### src/rtl/fsr_pkg.sv
package fsr_pkg;

  typedef enum logic [2:0] {
    OP_READ    = 3'd0,
    OP_AUTOSEL = 3'd1,
    OP_PROG    = 3'd2,
    OP_CHIP    = 3'd3,
    OP_BLKWIN  = 3'd4,
    OP_BLKRUN  = 3'd5,
    OP_SUSP    = 3'd6,
    OP_RSVD    = 3'd7
  } opMode_e;

  // Status bit positions
  localparam int POS_POLL  = 7;
  localparam int POS_BUSYT = 6;
  localparam int POS_ERR   = 5;
  localparam int POS_PHASE = 3;
  localparam int POS_BLKT  = 2;

  // Strobes from the control part to the datapath part
  typedef struct packed {
    logic readDone;
    logic clrTog;
    logic togBusy;
    logic togBlock;
    logic showStatus;
    logic bit7Val;
    logic bit3Val;
    logic errOn;
  } statStrb_t;

endpackage

### src/rtl/fsr_ctrl.sv
module fsr_ctrl
  import fsr_pkg::*;
(
  input  logic      clk,
  input  logic      rstN,
  input  opMode_e   mode,
  input  logic      rdStrobe,
  input  logic      blockHit,
  input  logic      blockFail,
  input  logic      progBit7,
  input  logic      opFail,
  input  logic      clrErr,
  output statStrb_t strb,
  output logic      rdyBusy
);

  logic    rdPrev;
  logic    hitHeld;
  logic    failHeld;
  opMode_e prevMode;
  logic    errFlag;
  logic    errErase;
  logic    errBit7;

  logic isProg;
  logic isErase;
  logic isBusy;
  logic isSusp;
  logic canFail;
  logic newOpEntry;

  always_comb begin
    isProg  = (mode == OP_PROG);
    isErase = (mode == OP_CHIP) || (mode == OP_BLKWIN) || (mode == OP_BLKRUN);
    isBusy  = isProg || isErase;
    isSusp  = (mode == OP_SUSP);
    canFail = isProg || (mode == OP_CHIP) || (mode == OP_BLKRUN);
    newOpEntry = (mode != prevMode) &&
                 ((mode == OP_PROG) || (mode == OP_CHIP) || (mode == OP_BLKWIN));
  end

  // Read-edge tracking and address qualification held over the read
  always_ff @(posedge clk or negedge rstN) begin
    if (!rstN) begin
      rdPrev   <= 1'b0;
      hitHeld  <= 1'b0;
      failHeld <= 1'b0;
      prevMode <= OP_READ;
    end else begin
      rdPrev   <= rdStrobe;
      prevMode <= mode;
      if (rdStrobe) begin
        hitHeld  <= blockHit;
        failHeld <= blockFail;
      end
    end
  end

  // Sticky failure record
  always_ff @(posedge clk or negedge rstN) begin
    if (!rstN) begin
      errFlag  <= 1'b0;
      errErase <= 1'b0;
      errBit7  <= 1'b0;
    end else if (clrErr) begin
      errFlag  <= 1'b0;
    end else if (opFail && canFail && !errFlag) begin
      errFlag  <= 1'b1;
      errErase <= !isProg;
      errBit7  <= progBit7;
    end
  end

  always_comb begin
    strb.readDone   = rdPrev && !rdStrobe;
    strb.clrTog     = newOpEntry;
    strb.togBusy    = errFlag || isBusy;
    if (errFlag)
      strb.togBlock = errErase && failHeld;
    else
      strb.togBlock = hitHeld && (isErase || isSusp);
    strb.showStatus = errFlag || isBusy || (isSusp && blockHit);
    if (errFlag)
      strb.bit7Val  = errErase ? 1'b0 : !errBit7;
    else if (isProg)
      strb.bit7Val  = !progBit7;
    else
      strb.bit7Val  = isSusp;
    if (errFlag)
      strb.bit3Val  = errErase;
    else
      strb.bit3Val  = (mode == OP_CHIP) || (mode == OP_BLKRUN);
    strb.errOn      = errFlag;
    rdyBusy         = !isBusy;
  end

  AST_ERR_HOLD: assert property (@(posedge clk) disable iff (!rstN)
    errFlag && !clrErr |=> errFlag);

  AST_ERR_CLEAR: assert property (@(posedge clk) disable iff (!rstN)
    clrErr |=> !errFlag);

  AST_ERR_SOURCE: assert property (@(posedge clk) disable iff (!rstN)
    $rose(errFlag) |-> $past(opFail));

endmodule

### src/rtl/fsr_dpath.sv
module fsr_dpath
  import fsr_pkg::*;
#(
  parameter int DATA_W = 8
) (
  input  logic              clk,
  input  logic              rstN,
  input  statStrb_t         strb,
  input  logic [DATA_W-1:0] arrayData,
  output logic [DATA_W-1:0] statusOut
);

  logic tog6;
  logic tog2;
  logic [DATA_W-1:0] statWord;

  // Toggle flops: advance once per completed read, cleared on a new operation
  always_ff @(posedge clk or negedge rstN) begin
    if (!rstN) begin
      tog6 <= 1'b0;
      tog2 <= 1'b0;
    end else if (strb.clrTog) begin
      tog6 <= 1'b0;
      tog2 <= 1'b0;
    end else if (strb.readDone) begin
      if (strb.togBusy)  tog6 <= !tog6;
      if (strb.togBlock) tog2 <= !tog2;
    end
  end

  always_comb begin
    statWord            = '0;
    statWord[POS_POLL]  = strb.bit7Val;
    statWord[POS_BUSYT] = tog6;
    statWord[POS_ERR]   = strb.errOn;
    statWord[POS_PHASE] = strb.bit3Val;
    statWord[POS_BLKT]  = tog2;
    statusOut = strb.showStatus ? statWord : arrayData;
  end

  AST_BUSY_TOG_FLIP: assert property (@(posedge clk) disable iff (!rstN)
    strb.readDone && strb.togBusy && !strb.clrTog |=> tog6 != $past(tog6));

  AST_TOG_QUIET: assert property (@(posedge clk) disable iff (!rstN)
    !strb.readDone && !strb.clrTog |=> $stable(tog6) && $stable(tog2));

  AST_TOG_CLEAR: assert property (@(posedge clk) disable iff (!rstN)
    strb.clrTog |=> !tog6 && !tog2);

endmodule

### src/rtl/flash_status_gen.sv
module flash_status_gen
  import fsr_pkg::*;
#(
  parameter int DATA_W = 8
) (
  input  logic              clk,
  input  logic              rstN,
  input  logic [2:0]        opState,
  input  logic              rdStrobe,
  input  logic              blockHit,
  input  logic              blockFail,
  input  logic              progBit7,
  input  logic              opFail,
  input  logic              clrErr,
  input  logic [DATA_W-1:0] arrayData,
  output logic [DATA_W-1:0] statusOut,
  output logic              rdyBusy
);

  opMode_e   mode;
  statStrb_t strb;

  assign mode = opMode_e'(opState);

  fsr_ctrl u_ctrl (
    .clk       (clk),
    .rstN      (rstN),
    .mode      (mode),
    .rdStrobe  (rdStrobe),
    .blockHit  (blockHit),
    .blockFail (blockFail),
    .progBit7  (progBit7),
    .opFail    (opFail),
    .clrErr    (clrErr),
    .strb      (strb),
    .rdyBusy   (rdyBusy)
  );

  fsr_dpath #(.DATA_W(DATA_W)) u_dpath (
    .clk       (clk),
    .rstN      (rstN),
    .strb      (strb),
    .arrayData (arrayData),
    .statusOut (statusOut)
  );

  AST_READY_IN_SUSPEND: assert property (@(posedge clk) disable iff (!rstN)
    (mode == OP_SUSP) |-> rdyBusy);

endmodule

### config.mk
export PLATFORM = sky130hd
export DESIGN_NAME = flash_status_gen
export DESIGN_NICKNAME = d
export VERILOG_FILES = /design/src/rtl/fsr_pkg.sv /design/src/rtl/fsr_ctrl.sv /design/src/rtl/fsr_dpath.sv /design/src/rtl/flash_status_gen.sv
export SDC_FILE = /design/constraint.sdc
export NUM_CORES = 1
export LEC_CHECK = 0
export ABC_AREA = 1
export CAP_MARGIN = 20
export CORE_ASPECT_RATIO = 1.1
export CORE_MARGIN = 4
export CORE_UTILIZATION = 42
export DETAILED_ROUTE_END_ITERATION = 7
export GPL_TIMING_DRIVEN = 0
export PLACE_DENSITY = 0.9
export SLEW_MARGIN = 10
export SYNTH_ARGS = -nofsm -noshare
export SYNTH_HDL_FRONTEND = slang
export SYNTH_HIERARCHICAL = 1
export SYNTH_SLANG_ARGS = --single-unit
export TNS_END_PERCENT = 1
### constraint.sdc
create_clock -name clk -period 1.5 [get_ports clk]
set_input_delay 0.225 -clock clk [delete_from_list [all_inputs] [get_ports clk]]
set_output_delay 0.225 -clock clk [all_outputs]
set_load 0.005 [all_outputs]
==> results of run 1 <==
-- cells in the mapped netlist, types with 2 or more instances --
library cell	instances
nand2_1	25
inv_1	16
dfrtp_1	11
nor2_1	9
nand3_1	7
a21oi_1	4
inv_2	4
nand2_2	4
o21ai_0	4
nand4_1	3
buf_4	2
o21ai_2	2
-- kinds of logic after synthesis --
logic type / Yosys count
buffers and inverters: 23
xor gates and xnor gates: 1
DFF: 11
and+or+nand+nor: 51
muxes: 1
AOI/OAI and AO/OA: 13
-- flip-flops by register name, summed over array words and instances, names as in the netlist --
name             count
u_ctrl/errBit7       1
u_dpath/tog6         1
u_ctrl/hitHeld       1
u_ctrl/rdPrev        1
u_dpath/tog2         1
u_ctrl/errFlag       1
u_ctrl/prevMode      3
u_ctrl/failHeld      1
u_ctrl/errErase      1
-- placed cells by master, fill, tap and decap left out --
cell type        count
nand2_1             24
inv_1               16
clkdlybuf4s50_1     15
buf_2               10
dfrtp_1             10
nor2_1               9
buf_4                7
nand2_2              5
nand3_1              5
a21oi_1              4
clkbuf_4             3
inv_2                3
nand4_1              3
o21ai_2              3
o21ai_0              3
nand3_2              2
buf_6                2
clkbuf_1             1
dlygate4sd2_1        1
clkdlybuf4s15_2      1
xnor2_1              1
nor2_2               1
inv_4                1
nand3_4              1
or2_4                1
a21boi_2             1
mux2_2               1
a21oi_2              1
dfrtp_2              1
buf_12               1
o21ai_1              1
-- through the flow --
step / setup WS (ps) / power (uW)
final: -157 / 816
after global placement: -801 / 604
after detailed placement: -832 / 614
after CTS: -218 / 822
after floorplan: 360 / 475
after global routing: -252 / 879
-- report_power, final --
group	internal [uW]	leakage [uW]	total (uW)	switching [uW]
clock network	103	0.0000150	193	89.9
logic	143	0.000427	271	128
registers	329	0.000133	353	23.6
-- area by class of cell --
cell class	instances	area [um^2]
sequential	11	277
timing repair buffer	34	289
multi-input combinational	66	358
fill	137	502
tap	17	21.3
clock buffer	4	26.3
inverter	20	77.6
buffer	3	26.3
-- how the worst max path moves through the flow --
| stage | start | endpoint | cells past startpoint |
|---|---|---|---|
| floorplan | u_ctrl/errFlag | statusOut[2] | 5 |
| global placement | opState[1] | statusOut[6] | 9 |
| detailed placement | opState[1] | statusOut[6] | 9 |
| CTS | u_ctrl/errFlag | statusOut[7] | 7 |
| global route | u_ctrl/errFlag | statusOut[7] | 7 |
| finish | u_ctrl/errFlag | statusOut[3] | 7 |
-- per-layer routing --
metal	vias up	routed length (um)	share of wire (%)
met2	29	921	51
met5	-	0	0
li1	384	-	-
met4	0	0	0
met3	0	180	10
met1	326	702	39
-- repair_timing --
action | in CTS | in global routing
endpoints found under the setup margin | 9 | 6
pin swaps | 5 | 5
hold buffers | 0 | 0
gates resized for setup | 53 | 3
buffers inserted | 7 | 0
==> impl_metrics.yaml, run 1 <==
yosys:
  synthMuxAreaShare_pct: 1.60
  synth_top_family_by_area: "simple AND/OR/NAND/NOR gates"
  synthFlopType: "dfrtp_1"
  async_flop_share_pct: 100
  synth_nets: 119
  yosys.area_share.xor_xnor_pct: 1.24
  syn_area_per_cell_um2: 7.04
  synth_edf_count: 0
  yosysTopAreaCell: "dfrtp_1"
  synth_compound_area_share_pct: 11.2
  yosysSeqAreaShare_pct: 39.1
  synth-adder-area-share_pct: 0
  netlist.area_leader.share_pct: 39.1
  ys_types: 21
  netlist_area_um2: 704
  yosysWarnings: 6
  synthSimpleGateAreaFrac_pct: 32.5
  ys_ff_latch: 11
  synth.area.top_cells: "dfrtp_1 39%, nand2_1 13%, inv_1 8.5%"
  syn_inst: 100
timing:
  setup_slack_ps: -157
  fin_crit_sh_pct: 110
  clock_skew_ps: 8.46
  whs_ps: 145
  fmax_mhz: 604
  grt_setup_unrepaired: "true"
  post-route-min-period_ps: 1660
  relSlewSlack_pct: 67.9
  setup_violations: 5
  hold_viol_final: 0
  tightest_slew_ps: 480
  final-max-slew-violation-count: 0
  tns_ps: -481
die:
  num_rows: 15
  die_h_um: 51.0
  die_area_mm2: 0.00240
  core-area_mm2: 0.00158
  initial_core_util_pct: 44.7
  die_x_um: 47.0
  ios: 28
place:
  dp.cells: 144
  port_buffers: 27
  placed_area_um2: 996
  gp_congestion: 0.823
  dpl.hpwl_um: 1390
finish:
  area_growth_pct: 52.6
  layout-drive-gt1-share_pct: 32.6
  nets: 158
  n_antenna_cell: 0
  stdcell_count: 155
  final_util_pct: 68.2
  design_area_mm2: 0.00107
drt:
  avgViaCountPerCell: 4.77
  wire_per_inst_um: 11.6
  drt-pass1-iter-count: 4
  drc: 0
  ant_nets: 0
  first_iter_violations: 10
  vias: 739
  routed_wl_um: 1800
global_routing:
  busiest_layer: "met2"
  antenna_found_initial: 0
  grt_pass1_wl_um: 2900
  grt_use_total_pct: 16.5
  first_global_vias: 726
  overflow: 0
  met1_usage_pct: 17.8
  grt_start_max_net_pins: 12
  met2_usage_pct: 30.5
  grt_use_met3_pct: 2.82
critical_path:
  cp_data_required_time_ps: 1270
  crit_slowest_cell: "dfrtp_2"
  setup.worst_path.end_class: "output port"
  worstPathArrival_ps: 1430
  start_kind: "register"
  reg2reg_from: "u_ctrl/errFlag"
  critPathKind: "reg -> out"
  path_cells: "inv_4 > buf_12 > or2_4 > a21boi_2 > nand2_1 > o21ai_2 > buf_2"
  max_stage_delay_ps: 400
  path_buf_inv: 3
  crit_fanout: 3
  critPathTopFamily: "flip-flops"
  r2r_slack_ps: 270
  r2r-end: "u_dpath/tog6"
  r2r_cells: 7
outcome:
  violations: "negative setup slack"
  status: "finished, violations left"
power:
  powerDensity_mw_per_mm2: 760
  leakage_uw: 0.000576
  vdd_drop_max_v: 0.000661
hold_path:
  whs_path_depth: 1
  hp-class: "in -> reg"
  worstHoldStart: "opState[2]"
  holdPathEnd: "u_ctrl/prevMode[2]"
clocking:
  cts_made_buffers: 3
  htree_num_levels: 1
  tritoncts: "built"
  cts_sinks: 11
  cts_buffer_depth: 2
  clkSlewWorstSetupHoldPaths_ps: 70
  root_buffer: "clkbuf_4"
  clock_latency_ps: 260
job:
  cap_violations: 0
No activity file was read; power rests on OpenSTA's default activity.
==> run 2, diff against run 1 <==
--- a/config.mk
+++ b/config.mk
@@ -9,13 +9,12 @@
 export CAP_MARGIN = 20
 export CORE_ASPECT_RATIO = 1.1
 export CORE_MARGIN = 4
-export CORE_UTILIZATION = 42
+export CORE_UTILIZATION = 41
 export DETAILED_ROUTE_END_ITERATION = 7
 export GPL_TIMING_DRIVEN = 0
 export PLACE_DENSITY = 0.9
 export SLEW_MARGIN = 10
 export SYNTH_ARGS = -nofsm -noshare
 export SYNTH_HDL_FRONTEND = slang
-export SYNTH_HIERARCHICAL = 1
 export SYNTH_SLANG_ARGS = --single-unit
 export TNS_END_PERCENT = 1
==> run 2 against run 1 <==
The flow still finishes with violations (negative setup slack). Utilization is 2.8 points higher. Critical path depth stayed put. First-iteration DRC count is 50% lower. Register-to-register slack worse by 120 ps. Critical path type unchanged. Critical endpoint is now statusOut[2]. Largest cell class unchanged.
==> impl_metrics.yaml, run 2 <==
die:
  die_area_mm2: 0.00233
  core-area_mm2: 0.00145
  num_rows: 14
  die_h_um: 50.2
  die_x_um: 46.4
  ios: 28
  initial_core_util_pct: 45.7
timing:
  hold_viol_final: 0
  relSlewSlack_pct: 69.0
  final-max-slew-violation-count: 0
  tightest_slew_ps: 464
  setup_violations: 4
  fin_crit_sh_pct: 104
  post-route-min-period_ps: 1560
  grt_setup_unrepaired: "true"
  clock_skew_ps: 3.85
  setup_slack_ps: -64.6
  fmax_mhz: 639
yosys:
  synthFlopType: "dfrtp_1"
  netlist_area_um2: 664
  netlist.area_leader.share_pct: 41.4
  synth_top_family_by_area: "simple AND/OR/NAND/NOR gates"
  synth_commonest_cells: "15 x nand2_1, 11 x dfrtp_1, 11 x inv_1, 9 x nand3_1, 8 x nor2_1"
  syn_inst: 83
  synthSimpleGateAreaFrac_pct: 26.6
  ys_types: 22
  yosys.area_share.xor_xnor_pct: 3.95
  synth.area.top_cells: "dfrtp_1 41%, nand2_1 8.5%, nand3_1 6.8%"
  synth_edf_count: 0
  yosysMostFrequentCell: "nand2_1"
  ys_ff_latch: 11
  synth_nets: 102
  syn_area_per_cell_um2: 8.00
  synth-adder-area-share_pct: 0
  synth_compound_area_share_pct: 15.6
  yosysSeqAreaShare_pct: 41.4
  yosysWarnings: 0
  yosysTopAreaCell: "dfrtp_1"
  async_flop_share_pct: 100
  synthMuxAreaShare_pct: 1.69
critical_path:
  start_kind: "register"
  max_stage_delay_ps: 390
  path_cells: "inv_2 > nand3_4 > buf_6 > buf_6 > nor2_4 > a21oi_2 > buf_2"
  cp_data_required_time_ps: 1270
  setup.worst_path.end_class: "output port"
  critPathKind: "reg -> out"
  path_buf_inv: 4
  critPathTopFamily: "buffers and inverters"
  crit_path_frequent_cell: "buf_6"
  crit_fanout: 5
  crit_slowest_cell: "dfrtp_1"
  worstPathArrival_ps: 1340
outcome:
  violations: "negative setup slack"
  status: "finished, violations left"
clocking:
  ctsHoldBuffers: 0
  cts_buffer_depth: 2
  cts_sinks: 11
  clkSlewWorstSetupHoldPaths_ps: 60
  cts_made_buffers: 3
  htree_num_levels: 1
  tritoncts: "built"
  clock_latency_ps: 270
  root_buffer: "clkbuf_4"
global_routing:
  grt_use_met3_pct: 6.79
  grt_start_max_net_pins: 12
  grt_pass1_wl_um: 2730
  met2_usage_pct: 31.9
  antenna_found_initial: 0
  met1_usage_pct: 14.9
  busiest_layer: "met2"
  overflow: 0
  first_global_vias: 677
  grt_use_total_pct: 16.3
hold_path:
  hp-class: "in -> reg"
finish:
  final_cell_mix: "15 x nand2_1, 15 x clkdlybuf4s50_1, 11 x inv_1, 11 x dfrtp_1"
  max_flop_register: "u_ctrl.prevMode"
  layout-drive-gt1-share_pct: 35.2
  stdcell_count: 138
  fillers: 100
  design_area_mm2: 0.00103
  nets: 142
  n_antenna_cell: 0
  area_growth_pct: 55.4
  largest_reg_flops: 3
drt:
  first_iter_violations: 5
  vias: 717
  routed_wl_um: 1850
  drt-pass1-iter-count: 4
  avgViaCountPerCell: 5.20
  wire_per_inst_um: 13.4
  drc: 0
  ant_nets: 0
power:
  clkPwrFrac_pct: 23.4
  switching_share_pct: 30.4
  p_comb_share_pct: 35.6
  power_frac_seq_pct: 41.0
  powerDensity_mw_per_mm2: 813
  p_switching_uw: 255
  leakage_uw: 0.000499
  p_int_uw: 584
  vdd_drop_max_v: 0.000586
place:
  dpl.hpwl_um: 1260
  gp_congestion: 0.781
  placed_area_um2: 955
  port_buffers: 27
  dp.cells: 126
job:
  cap_violations: 0
[run 2: per-stage QoR]
stage	hold slack, ps	worst slack [ps]	setup TNS [ps]	power, uW	utilization (%)
3_5_place_dp	513	-804	-6960	624	65.7
5_1_grt	150	-122	-513	890	71.0
2_1_floorplan	-70.6	354	0	481	-
4_1_cts	149	-57.3	-141	832	69.6
3_3_place_gp	501	-761	-6300	614	65.7
6_report	158	-64.6	-137	839	71.0
[run 2: power groups by stage]
stage	Clock [uW]	Combinational (uW)	Sequential, uW
2_1_floorplan	0	134	347
3_3_place_gp	0	265	348
3_5_place_dp	0	273	350
4_1_cts	205	284	343
5_1_grt	216	328	345
6_report	197	298	344
[run 2: cells by family (layout without fill, tap and decap cells)]
kind of cell | Yosys count | after routing
XOR/XNOR | 3 | 3
AND/OR/NAND/NOR | 38 | 38
multiplexers | 1 | 1
buffers and inverters | 17 | 56
flip-flops | 11 | 11
AO/OA/AOI/OAI | 13 | 13
[run 2: final timing paths]
check	start	end	slack [ps]	cells past startpoint
max in group asynchronous	rstN	u_ctrl.errFlag	910	1
setup / recovery	u_ctrl.errFlag	statusOut[2]	-60	7
setup reg to reg	u_ctrl.errFlag	u_dpath.tog2	150	9
min in group asynchronous	rstN	u_ctrl.prevMode[2]	270	1
hold reg to reg	u_ctrl.failHeld	u_ctrl.failHeld	520	1
hold / removal	opState[1]	u_ctrl.prevMode[1]	160	1
[run 2: area by class of cell]
class                   count  area [um^2]  share of cell area (%)
multi-input cells          55          345                    33.5
repair buffers             35          294                    28.5
flip-flops and latches     11          275                    26.7
plain buffers               1         11.3                    1.09
inverters                  16         60.1                    5.82
well taps                  16         20.0                    1.94
clock buffers               4         26.3                    2.55
[run 2: what timing repair did]
action | CTS | global route
pin swaps | 3 | 1
gates cloned | 1 | 0
setup buffers | 6 | 1
gates resized for setup | 51 | 6
endpoints found under the setup margin | 9 | 8
[run 2: routing by layer]
layer | wire [um] | part of all wire [%] | vias up
met5 | 0 | 0 | -
met4 | 41 | 2.2 | 0
met3 | 173 | 9.4 | 6
met2 | 998 | 54 | 29
met1 | 635 | 34 | 337
li1 | - | - | 345
==> run 3, diff against run 2 <==
==> constraint.sdc (replaced) <==
create_clock -name clk -period 1.5 [get_ports clk]
set_input_delay 0.45 -clock clk [delete_from_list [all_inputs] [get_ports clk]]
set_output_delay 0.45 -clock clk [all_outputs]
set_load 0.005 [all_outputs]
==> run 3 against run 2 <==
The flow still finishes with violations (negative setup slack). First-iteration DRC count rose to 5.6 times the previous value. Die area unchanged. Flip-flop and latch count unchanged. Global-route usage up 2.8 points. Power up 6.6%.
==> impl_metrics.yaml, run 3 (synthesis gave the netlist of run 2 again) <==
timing:
  post-route-min-period_ps: 1850
  setup_slack_ps: -351
  final-max-slew-violation-count: 0
  hold_viol_final: 0
  fin_crit_sh_pct: 123
  clock_skew_ps: 7.83
  tns_ps: -2330
  setup_violations: 9
  fmax_mhz: 540
  grt_setup_unrepaired: "true"
  relSlewSlack_pct: 67.9
  tightest_slew_ps: 480
drt:
  drt-pass1-iter-count: 6
  routed_wl_um: 2450
  first_iter_violations: 28
  avgViaCountPerCell: 5.50
  ant_nets: 0
  wire_per_inst_um: 17.0
  drc: 0
  vias: 792
power:
  leakage_uw: 0.000557
  powerDensity_mw_per_mm2: 779
  vdd_drop_max_v: 0.000558
die:
  die_x_um: 46.4
  ios: 28
  die_area_mm2: 0.00233
  num_rows: 14
  initial_core_util_pct: 45.7
  core-area_mm2: 0.00145
  die_h_um: 50.2
critical_path:
  crit_path_frequent_cell: "buf_6"
  crit_slowest_cell: "nand4_1"
  worstPathArrival_ps: 1400
  r2r_cells: 8
  setup.worst_path.end_class: "output port"
  r2r-end: "u_dpath.tog2"
  path_cells: "buf_12 > clkinv_4 > nand4_1 > nand3_4 > buf_6 > buf_6 > nor2_4 > a21oi_2 > buf_2"
  crit_fanout: 6
  start_kind: "input pin"
  r2r_slack_ps: 360
  max_stage_delay_ps: 150
  cp_data_required_time_ps: 1050
  reg2reg_from: "u_ctrl.errFlag"
  critPathKind: "in -> out"
finish:
  layout-drive-gt1-share_pct: 41.4
  largest_reg_flops: 3
  fillers: 89
  stdcell_count: 144
  nets: 148
  n_antenna_cell: 0
  max_flop_register: "u_ctrl.prevMode"
  area_growth_pct: 72.9
  final_cell_mix: "13 x nand2_1, 13 x clkdlybuf4s50_1, 11 x inv_1, 11 x dfrtp_1, 10 x buf_4"
hold_path:
  worstHoldStart: "opState[0]"
  hp-class: "in -> reg"
  holdPathEnd: "u_ctrl.prevMode[0]"
  whs_path_depth: 1
clocking:
  clkSlewWorstSetupHoldPaths_ps: 70
  htree_num_levels: 1
  root_buffer: "clkbuf_4"
  cts_made_buffers: 3
  ctsHoldBuffers: 0
  cts_sinks: 11
  clock_latency_ps: 260
  tritoncts: "built"
  cts_buffer_depth: 2
place:
  dp_slack_ps: -1250
  port_buffers: 27
  dp.cells: 126
  dpl.hpwl_um: 1260
  gp_congestion: 0.781
job:
  cap_violations: 0
global_routing:
  overflow: 0
  first_global_vias: 764
  grt_use_total_pct: 19.1
  grt_pass1_wl_um: 3190
  antenna_found_initial: 0
  grt_start_max_net_pins: 12
outcome:
  status: "finished, violations left"
  violations: "negative setup slack"
[run 3: changes by cell type in the layout (fill, tap and decap cells not counted), moves of 2 or more]
cell	before	now
buf_12	0	3
buf_4	5	10
clkbuf_2	0	2
clkdlybuf4s50_1	15	13
inv_2	5	2
nand2_1	15	13
nand2_4	0	2
nor2_2	4	2
nor2_4	2	4
[run 3: how the worst max path moves through the flow]
| stage | to | cells past startpoint | slack (ps) | startpoint |
|---|---|---|---|---|
| after floorplan | statusOut[7] | 7 | 7 | opState[1] |
| after global placement | statusOut[7] | 9 | -1210 | opState[1] |
| after detailed placement | statusOut[7] | 9 | -1250 | opState[2] |
| after CTS | statusOut[2] | 11 | -310 | opState[2] |
| after global routing | statusOut[6] | 11 | -390 | opState[1] |
| final | statusOut[6] | 9 | -350 | opState[0] |
[run 3: worst max-delay path, delay by kind of cell]
family | cells | cell delay [ps]
simple gates | 3 | 320
compound gates | 1 | 110
buf+inv | 5 | 520
[run 3: timing repair]
item                       4_1_cts  5_1_grt
buffers inserted                 9        4
cloned                           1        0
gates resized for setup         74       14
hold endpoints to repair         0        0
pin swaps                        7        7
setup endpoints to repair       12        9
[run 3: per-layer routing]
layer	wire length [um]	track usage, %	share of wire (%)
met1	953	17.1	39
met2	1220	34.2	50
met3	198	8.57	8.1
met4	75	9.95	3.1
met5	0	0	0
[run 3: where the power goes]
group / internal (uW) / total [uW] / switching, uW
logic: 180 / 356 / 176
registers: 330 / 346 / 15.7
clock network: 103 / 192 / 89.4
[run 3: final cells by class]
cell class                 instances  area [um^2]  share of cell area (%)
buffer                             1         11.3                   0.980
clock buffer                       4         26.3                    2.29
inverter                          16         72.6                    6.32
multi-input combinational         55          370                    32.2
sequential                        11          275                    24.0
tap                               16         20.0                    1.74
timing repair buffer              41          373                    32.5
[run 3: through the flow]
step                instance area [um^2]  hold slack, ps  power, uW  utilization (%)
floorplan                            664             154        481                -
global placement                     955             501        614             65.7
detailed placement                   955             513        624             65.7
CTS                                 1080             301        855             74.2
global route                        1150             292        944             79.0
finish                              1150             316        894             79.0
